==> src/rtl/utri_pkg.sv <==
package utri_pkg;
  typedef enum logic [2:0] {
    ST_IDLE,
    ST_DIAG,
    ST_DIV,
    ST_MAC,
    ST_ODIV,
    ST_CEND,
    ST_DONE
  } utri_state_e;
endpackage

==> src/rtl/utri_div.sv <==
// Serial restoring divider: quotient = (num << F) / den, truncated toward zero,
// one quotient bit per cycle over W cycles, saturated to W-bit signed range.
module utri_div #(
  parameter int W = 16,
  parameter int F = 8
) (
  input  logic                clk,
  input  logic                rst_n,
  input  logic                go,
  input  logic signed [W-1:0] num,
  input  logic                neg,
  input  logic signed [W-1:0] den,
  output logic                done,
  output logic signed [W-1:0] quo
);
  localparam int CW = $clog2(W);

  function automatic logic [W-1:0] mag(input logic signed [W-1:0] x);
    return x[W-1] ? W'(-x) : W'(x);
  endfunction

  logic          run, sgn, ovf;
  logic [CW-1:0] cnt;
  logic [W-1:0]  rem, dvd, qacc, dmag, nmag, dmag_in, top_bits, msat;
  logic [W:0]    rem2;
  logic          ge;

  assign nmag     = mag(num);
  assign dmag_in  = mag(den);
  assign top_bits = {{(W-F){1'b0}}, nmag[W-1 -: F]};
  assign rem2     = {rem, dvd[W-1]};
  assign ge       = rem2 >= {1'b0, dmag};

  always_ff @(posedge clk) begin
    if (!rst_n) begin
      run  <= 1'b0;
      done <= 1'b0;
      cnt  <= '0;
      rem  <= '0;
      dvd  <= '0;
      qacc <= '0;
      dmag <= '0;
      sgn  <= 1'b0;
      ovf  <= 1'b0;
    end else begin
      done <= 1'b0;
      if (go) begin
        run  <= 1'b1;
        cnt  <= '0;
        rem  <= top_bits;
        dvd  <= nmag << F;
        qacc <= '0;
        dmag <= dmag_in;
        sgn  <= num[W-1] ^ den[W-1] ^ neg;
        ovf  <= top_bits >= dmag_in;
      end else if (run) begin
        rem  <= ge ? W'(rem2 - {1'b0, dmag}) : W'(rem2);
        dvd  <= dvd << 1;
        qacc <= {qacc[W-2:0], ge};
        if (cnt == CW'(W-1)) begin
          run  <= 1'b0;
          done <= 1'b1;
        end else begin
          cnt <= cnt + CW'(1);
        end
      end
    end
  end

  assign msat = (ovf || qacc[W-1]) ? {1'b0, {(W-1){1'b1}}} : qacc;
  assign quo  = sgn ? -$signed(msat) : $signed(msat);
endmodule

==> src/rtl/utri_mac.sv <==
// Signed multiply-accumulate with synchronous clear, one product per cycle.
module utri_mac #(
  parameter int W  = 16,
  parameter int AW = 35
) (
  input  logic                 clk,
  input  logic                 rst_n,
  input  logic                 clr,
  input  logic                 en,
  input  logic signed [W-1:0]  a,
  input  logic signed [W-1:0]  b,
  output logic signed [AW-1:0] acc
);
  logic signed [2*W-1:0] prod;
  assign prod = a * b;

  always_ff @(posedge clk) begin
    if (!rst_n || clr) acc <= '0;
    else if (en)       acc <= acc + {{(AW-2*W){prod[2*W-1]}}, prod};
  end
endmodule

==> src/rtl/utri_inv.sv <==
module utri_inv
  import utri_pkg::*;
#(
  parameter int N = 4,
  parameter int W = 16,
  parameter int F = 8,
  localparam int IW = (N > 1) ? $clog2(N) : 1
) (
  input  logic                clk,
  input  logic                rst_n,
  input  logic                wr_en,
  input  logic [IW-1:0]       wr_row,
  input  logic [IW-1:0]       wr_col,
  input  logic signed [W-1:0] wr_data,
  input  logic                start,
  output logic                busy,
  output logic                done,
  output logic                err,
  input  logic [IW-1:0]       rd_row,
  input  logic [IW-1:0]       rd_col,
  output logic signed [W-1:0] rd_data
);
  localparam int AW = 2*W + IW + 1;
  localparam logic [IW-1:0] LAST = IW'(N-1);
  localparam logic signed [W-1:0]  ONE  = W'(64'd1 << F);
  localparam logic signed [AW-1:0] SMAX = AW'((64'd1 << (W-1)) - 64'd1);
  localparam logic signed [AW-1:0] SMIN = -SMAX - AW'(1);

  logic signed [W-1:0] rmat [N][N];
  logic signed [W-1:0] rinv [N][N];

  utri_state_e   state;
  logic [IW-1:0] col, row, k;
  logic          col_bad, dz, accept;

  // Input matrix: only the upper triangle is ever stored
  always_ff @(posedge clk) begin
    if (!rst_n) begin
      for (int r = 0; r < N; r++)
        for (int c = 0; c < N; c++) rmat[r][c] <= '0;
    end else if (wr_en && !busy && wr_row <= wr_col && wr_col <= LAST) begin
      rmat[wr_row][wr_col] <= wr_data;
    end
  end

  // Accumulator for the off-diagonal sums
  logic signed [AW-1:0] acc, acc_sh;
  logic signed [W-1:0]  acc_sat;

  utri_mac #(.W(W), .AW(AW)) u_mac (
    .clk(clk), .rst_n(rst_n),
    .clr(state == ST_DIV), .en(state == ST_MAC),
    .a(rmat[row][k]), .b(rinv[k][col]), .acc(acc)
  );

  always_comb begin
    acc_sh = acc >>> F;
    if (acc_sh > SMAX)      acc_sat = SMAX[W-1:0];
    else if (acc_sh < SMIN) acc_sat = SMIN[W-1:0];
    else                    acc_sat = acc_sh[W-1:0];
  end

  // Shared serial divider: reciprocal on the diagonal, quotient above it
  logic                div_go, div_done;
  logic signed [W-1:0] div_num, div_q;

  assign div_go  = (state == ST_DIAG) || (state == ST_ODIV);
  assign div_num = (state == ST_DIAG) ? ONE : acc_sat;

  utri_div #(.W(W), .F(F)) u_div (
    .clk(clk), .rst_n(rst_n), .go(div_go), .num(div_num),
    .neg(state == ST_ODIV), .den(rmat[row][row]),
    .done(div_done), .quo(div_q)
  );

  assign accept = start && (state == ST_IDLE || state == ST_DONE);

  always_ff @(posedge clk) begin
    if (!rst_n) begin
      state   <= ST_IDLE;
      col     <= '0;
      row     <= '0;
      k       <= '0;
      err     <= 1'b0;
      col_bad <= 1'b0;
      dz      <= 1'b0;
      for (int r = 0; r < N; r++)
        for (int c = 0; c < N; c++) rinv[r][c] <= '0;
    end else begin
      case (state)
        ST_IDLE, ST_DONE: begin
          if (accept) begin
            for (int r = 0; r < N; r++)
              for (int c = 0; c < N; c++) rinv[r][c] <= '0;
            err     <= 1'b0;
            col_bad <= 1'b0;
            col     <= '0;
            row     <= '0;
            state   <= ST_DIAG;
          end else begin
            state <= ST_IDLE;
          end
        end
        ST_DIAG, ST_ODIV: begin
          dz    <= (rmat[row][row] == '0);
          state <= ST_DIV;
        end
        ST_DIV: begin
          if (div_done) begin
            rinv[row][col] <= dz ? '0 : div_q;
            if (dz) begin
              err     <= 1'b1;
              col_bad <= 1'b1;
            end
            if (row == '0) begin
              state <= ST_CEND;
            end else begin
              row   <= row - IW'(1);
              k     <= row;
              state <= ST_MAC;
            end
          end
        end
        ST_MAC: begin
          if (k == col) state <= ST_ODIV;
          else          k     <= k + IW'(1);
        end
        ST_CEND: begin
          if (col_bad)
            for (int r = 0; r < N; r++) rinv[r][col] <= '0;
          col_bad <= 1'b0;
          if (col == LAST) begin
            state <= ST_DONE;
          end else begin
            col   <= col + IW'(1);
            row   <= col + IW'(1);
            state <= ST_DIAG;
          end
        end
        default: state <= ST_IDLE;
      endcase
    end
  end

  assign busy    = (state != ST_IDLE) && (state != ST_DONE);
  assign done    = (state == ST_DONE);
  assign rd_data = rinv[rd_row][rd_col];
endmodule

==> config.mk <==
export PLATFORM = sky130hd
export DESIGN_NAME = utri_inv
export DESIGN_NICKNAME = d
export VERILOG_FILES = /design/src/rtl/utri_pkg.sv /design/src/rtl/utri_div.sv /design/src/rtl/utri_mac.sv /design/src/rtl/utri_inv.sv
export SDC_FILE = /design/constraint.sdc
export NUM_CORES = 2
export LEC_CHECK = 0
export ABC_CLOCK_PERIOD_IN_PS = 18800
export BUFFER_PORTS_ARGS = -buffer_cell sky130_fd_sc_hd__buf_2
export CAP_MARGIN = 30
export CORE_MARGIN = 2
export CORE_UTILIZATION = 30
export CTS_BUF_LIST = sky130_fd_sc_hd__clkbuf_8
export DETAILED_ROUTE_END_ITERATION = 7
export PLACE_DENSITY = 0.53
export SLEW_MARGIN = 10
export SYNTH_ARGS = -nofsm -noshare
export SYNTH_HDL_FRONTEND = slang
export SYNTH_SLANG_ARGS = --single-unit
==> constraint.sdc <==
create_clock -name clk -period 18.8 [get_ports clk]
set_input_delay 5.64 -clock clk [delete_from_list [all_inputs] [get_ports clk]]
set_output_delay 5.64 -clock clk [all_outputs]
set_load 0.01 [all_outputs]
==> results.py <==
metrics = {
    "grt": {
        "grt_max_degree": 65,
        "grtUsageMet3_pct": 2.547,
        "overflow": 0,
        "top_usage_layer": "met2",
        "antenna_found_initial": 4,
        "grt_pass1_wl_um": 192600,
        "grt_use_met2_pct": 28.82,
        "grt_pass1_vias": 29860,
        "groute.usage.overall_pct": 17.39,
        "gr-usage-met1_pct": 23.40,
    },
    "die": {
        "die_area_um2": 147200,
        "dieWidth_um": 383.7,
        "fp.coreArea_um2": 143300,
        "die_y_um": 383.7,
        "rows": 139,
        "ios": 47,
        "start_util_pct": 30.17,
    },
    "synthesis": {
        "syn-num-nets": 4298,
        "yosys-top-cells-area": "edfxtp_1 (36%), fa_1 (12%), mux4_2 (11%), dfxtp_1 (5.3%), nor2_1 (5.3%)",
        "yosysSeqAreaShare_pct": 40.88,
        "synth_area_leader_cell": "edfxtp_1",
        "ys_types": 81,
        "ys_top_cells_by_count": "nor2_1 (612), edfxtp_1 (512), inv_1 (359)",
        "ys_async_sr_fraction_pct": 0,
        "syn_inst": 3849,
        "synth_warnings": 0,
        "synth_ff_type": "edfxtp_1",
        "yosysMostFrequentCell": "nor2_1",
        "netlist_area_um2": 43240,
        "synth-edff-count": 512,
        "netlist.area_leader.share_pct": 35.56,
        "ys_ff_latch": 627,
        "synth.avg_cell_area_um2": 11.23,
    },
    "timing": {
        "min_period_ps": 13800,
        "worst_slew_pin_slew_ps": 984.7,
        "clock_skew_ps": 60.09,
        "fmax_mhz": 72.45,
        "slew_violations": 0,
        "finalHoldViolCount": 0,
        "tns_ps": 0,
        "setup_viol": 0,
        "min_period_over_period_pct": 73.41,
        "rsz0062_at_grt": "no",
        "max_slew_margin_pct": 34.26,
    },
    "critical_path": {
        "critPathKind": "input pin to output port",
        "required_ps": 13160,
        "regToRegSetupSlack_ps": 6630,
        "critPathCaptureType": "output port",
        "cp_max_fo": 40,
        "arrival_ps": 8160,
        "cp-start-kind": "input pin",
    },
    "layout": {
        "drive_gt1_share_pct": 14.42,
        "fill_cells": 14430,
        "nNetsFinal": 4331,
        "syn_to_final_growth_pct": 11.43,
        "fin_util_pct": 33.62,
    },
    "route": {
        "antenna_left": 0,
        "firstDrtPassIters": 6,
        "routed_wl_um": 127200,
        "wl_per_cell_um": 21.67,
        "dr.first_iter.drc_count": 2520,
        "drc": 0,
        "num_vias": 29580,
        "viasPerCell": 5.038,
    },
    "clock_network": {
        "clock_path_buffers": 3,
        "cts_buffers": 105,
        "clk_pin_slew_worst_paths_ps": 60,
        "cts_setup_buffers": 0,
        "root_buffer": "clkbuf_8",
        "cts_tree": "built",
        "cts-resized-gates": 0,
        "cts.sinks": 627,
        "clk_latency_ps": 820,
        "ctsHoldBuffers": 0,
        "htreeDepth": 3,
    },
    "outcome": {
        "status": "finished clean",
    },
    "job": {
        "cap_violations": 0,
    },
    "placement": {
        "io_buffers": 46,
        "gp_congestion": 0.8421,
        "hpwl_um": 89340,
    },
    "hold_path": {
        "hold_path_class": "flip-flop to flip-flop",
    },
}
[cell families after synthesis]
family                   Yosys count  synth area share (%)
multiplexers                     296                 13.71
AND/OR/NAND/NOR                 1371                 14.77
AO/OA/AOI/OAI                    441                 6.514
buffers and inverters            589                 5.240
adder cells (fa/ha/maj)          421                 16.77
XOR/XNOR                         104                 2.124
flip-flops                       627                 40.88
[stage by stage]
stage,std cells,hold slack (ps),area (µm²),setup slack (ps)
floorplan,3849,426.6,43240,5542
global placement,5654,442.1,45630,4985
detailed placement,5677,450.6,46090,4946
CTS,5869,459.7,48160,4945
global route,5872,480.6,48180,4805
finish,5872,457.4,48180,4998
[layer usage]
metal	wire length [µm]	share of wire, %
met1	55020	43
met2	61190	48
met3	7316	5.7
met4	3727	2.9
met5	0	0
[placed cells by master (no fill, tap or decap), types with 35 or more instances in the layout]
| master | instances |
|---|---|
| a211oi_1 | 35 |
| ha_1 | 157 |
| xor2_1 | 39 |
| mux4_2 | 220 |
| buf_2 | 45 |
| nand2b_1 | 47 |
| inv_1 | 397 |
| clkbuf_8 | 112 |
| nor2_1 | 612 |
| nand2_1 | 246 |
| edfxtp_1 | 512 |
| nand3_1 | 42 |
| a21oi_1 | 101 |
| and2_1 | 270 |
| o21ai_0 | 86 |
| dfxtp_1 | 109 |
| o21ai_1 | 38 |
| fa_1 | 264 |
| buf_4 | 88 |
| mux2i_1 | 51 |
| xnor2_1 | 64 |
| nor3_1 | 39 |
[area by class of cell]
cell class	instances	area, µm²	share of cell area, %
Clock buffer	112	1541	3.199
Timing Repair Buffer	154	1339	2.779
Tap cell	1903	2381	4.942
Clock inverter	80	533.0	1.106
Multi-Input combinational cell	2633	23330	48.43
Inverter	361	1355	2.812
Sequential cell	627	17690	36.72
Antenna cell	2	5.005	0.01039
[worst paths after layout]
| kind | from | endpoint | cells after the start |
|---|---|---|---|
| worst min-delay path | u_div.dmag[15] | u_div.dmag[15] | 2 |
| worst max register to register | flip-flop | u_mac.acc[34] | 36 |
| worst max-delay path | rd_row[0] | rd_data[10] | 5 |
| worst min register to register | u_div.dmag[15] | u_div.dmag[15] | 2 |
[flip-flops by register name (all words and copies together) (netlist names), 2 cells and up, named ones only]
register / cells
u_div.rem: 16
u_div.cnt: 4
state: 3
u_div.qacc: 16
row: 2
rinv: 256
col: 2
k: 2
rmat: 256
u_div.dvd: 8
u_div.dmag: 16
u_mac.acc: 35
[critical path, cell delays in order]
cell    delay [ps]
buf_4          400
buf_4          740
mux4_2         590
mux4_2         550
buf_2          180
Power is not shown: default switching activity piles up to over one toggle a cycle in this logic, so the estimate is an artifact.
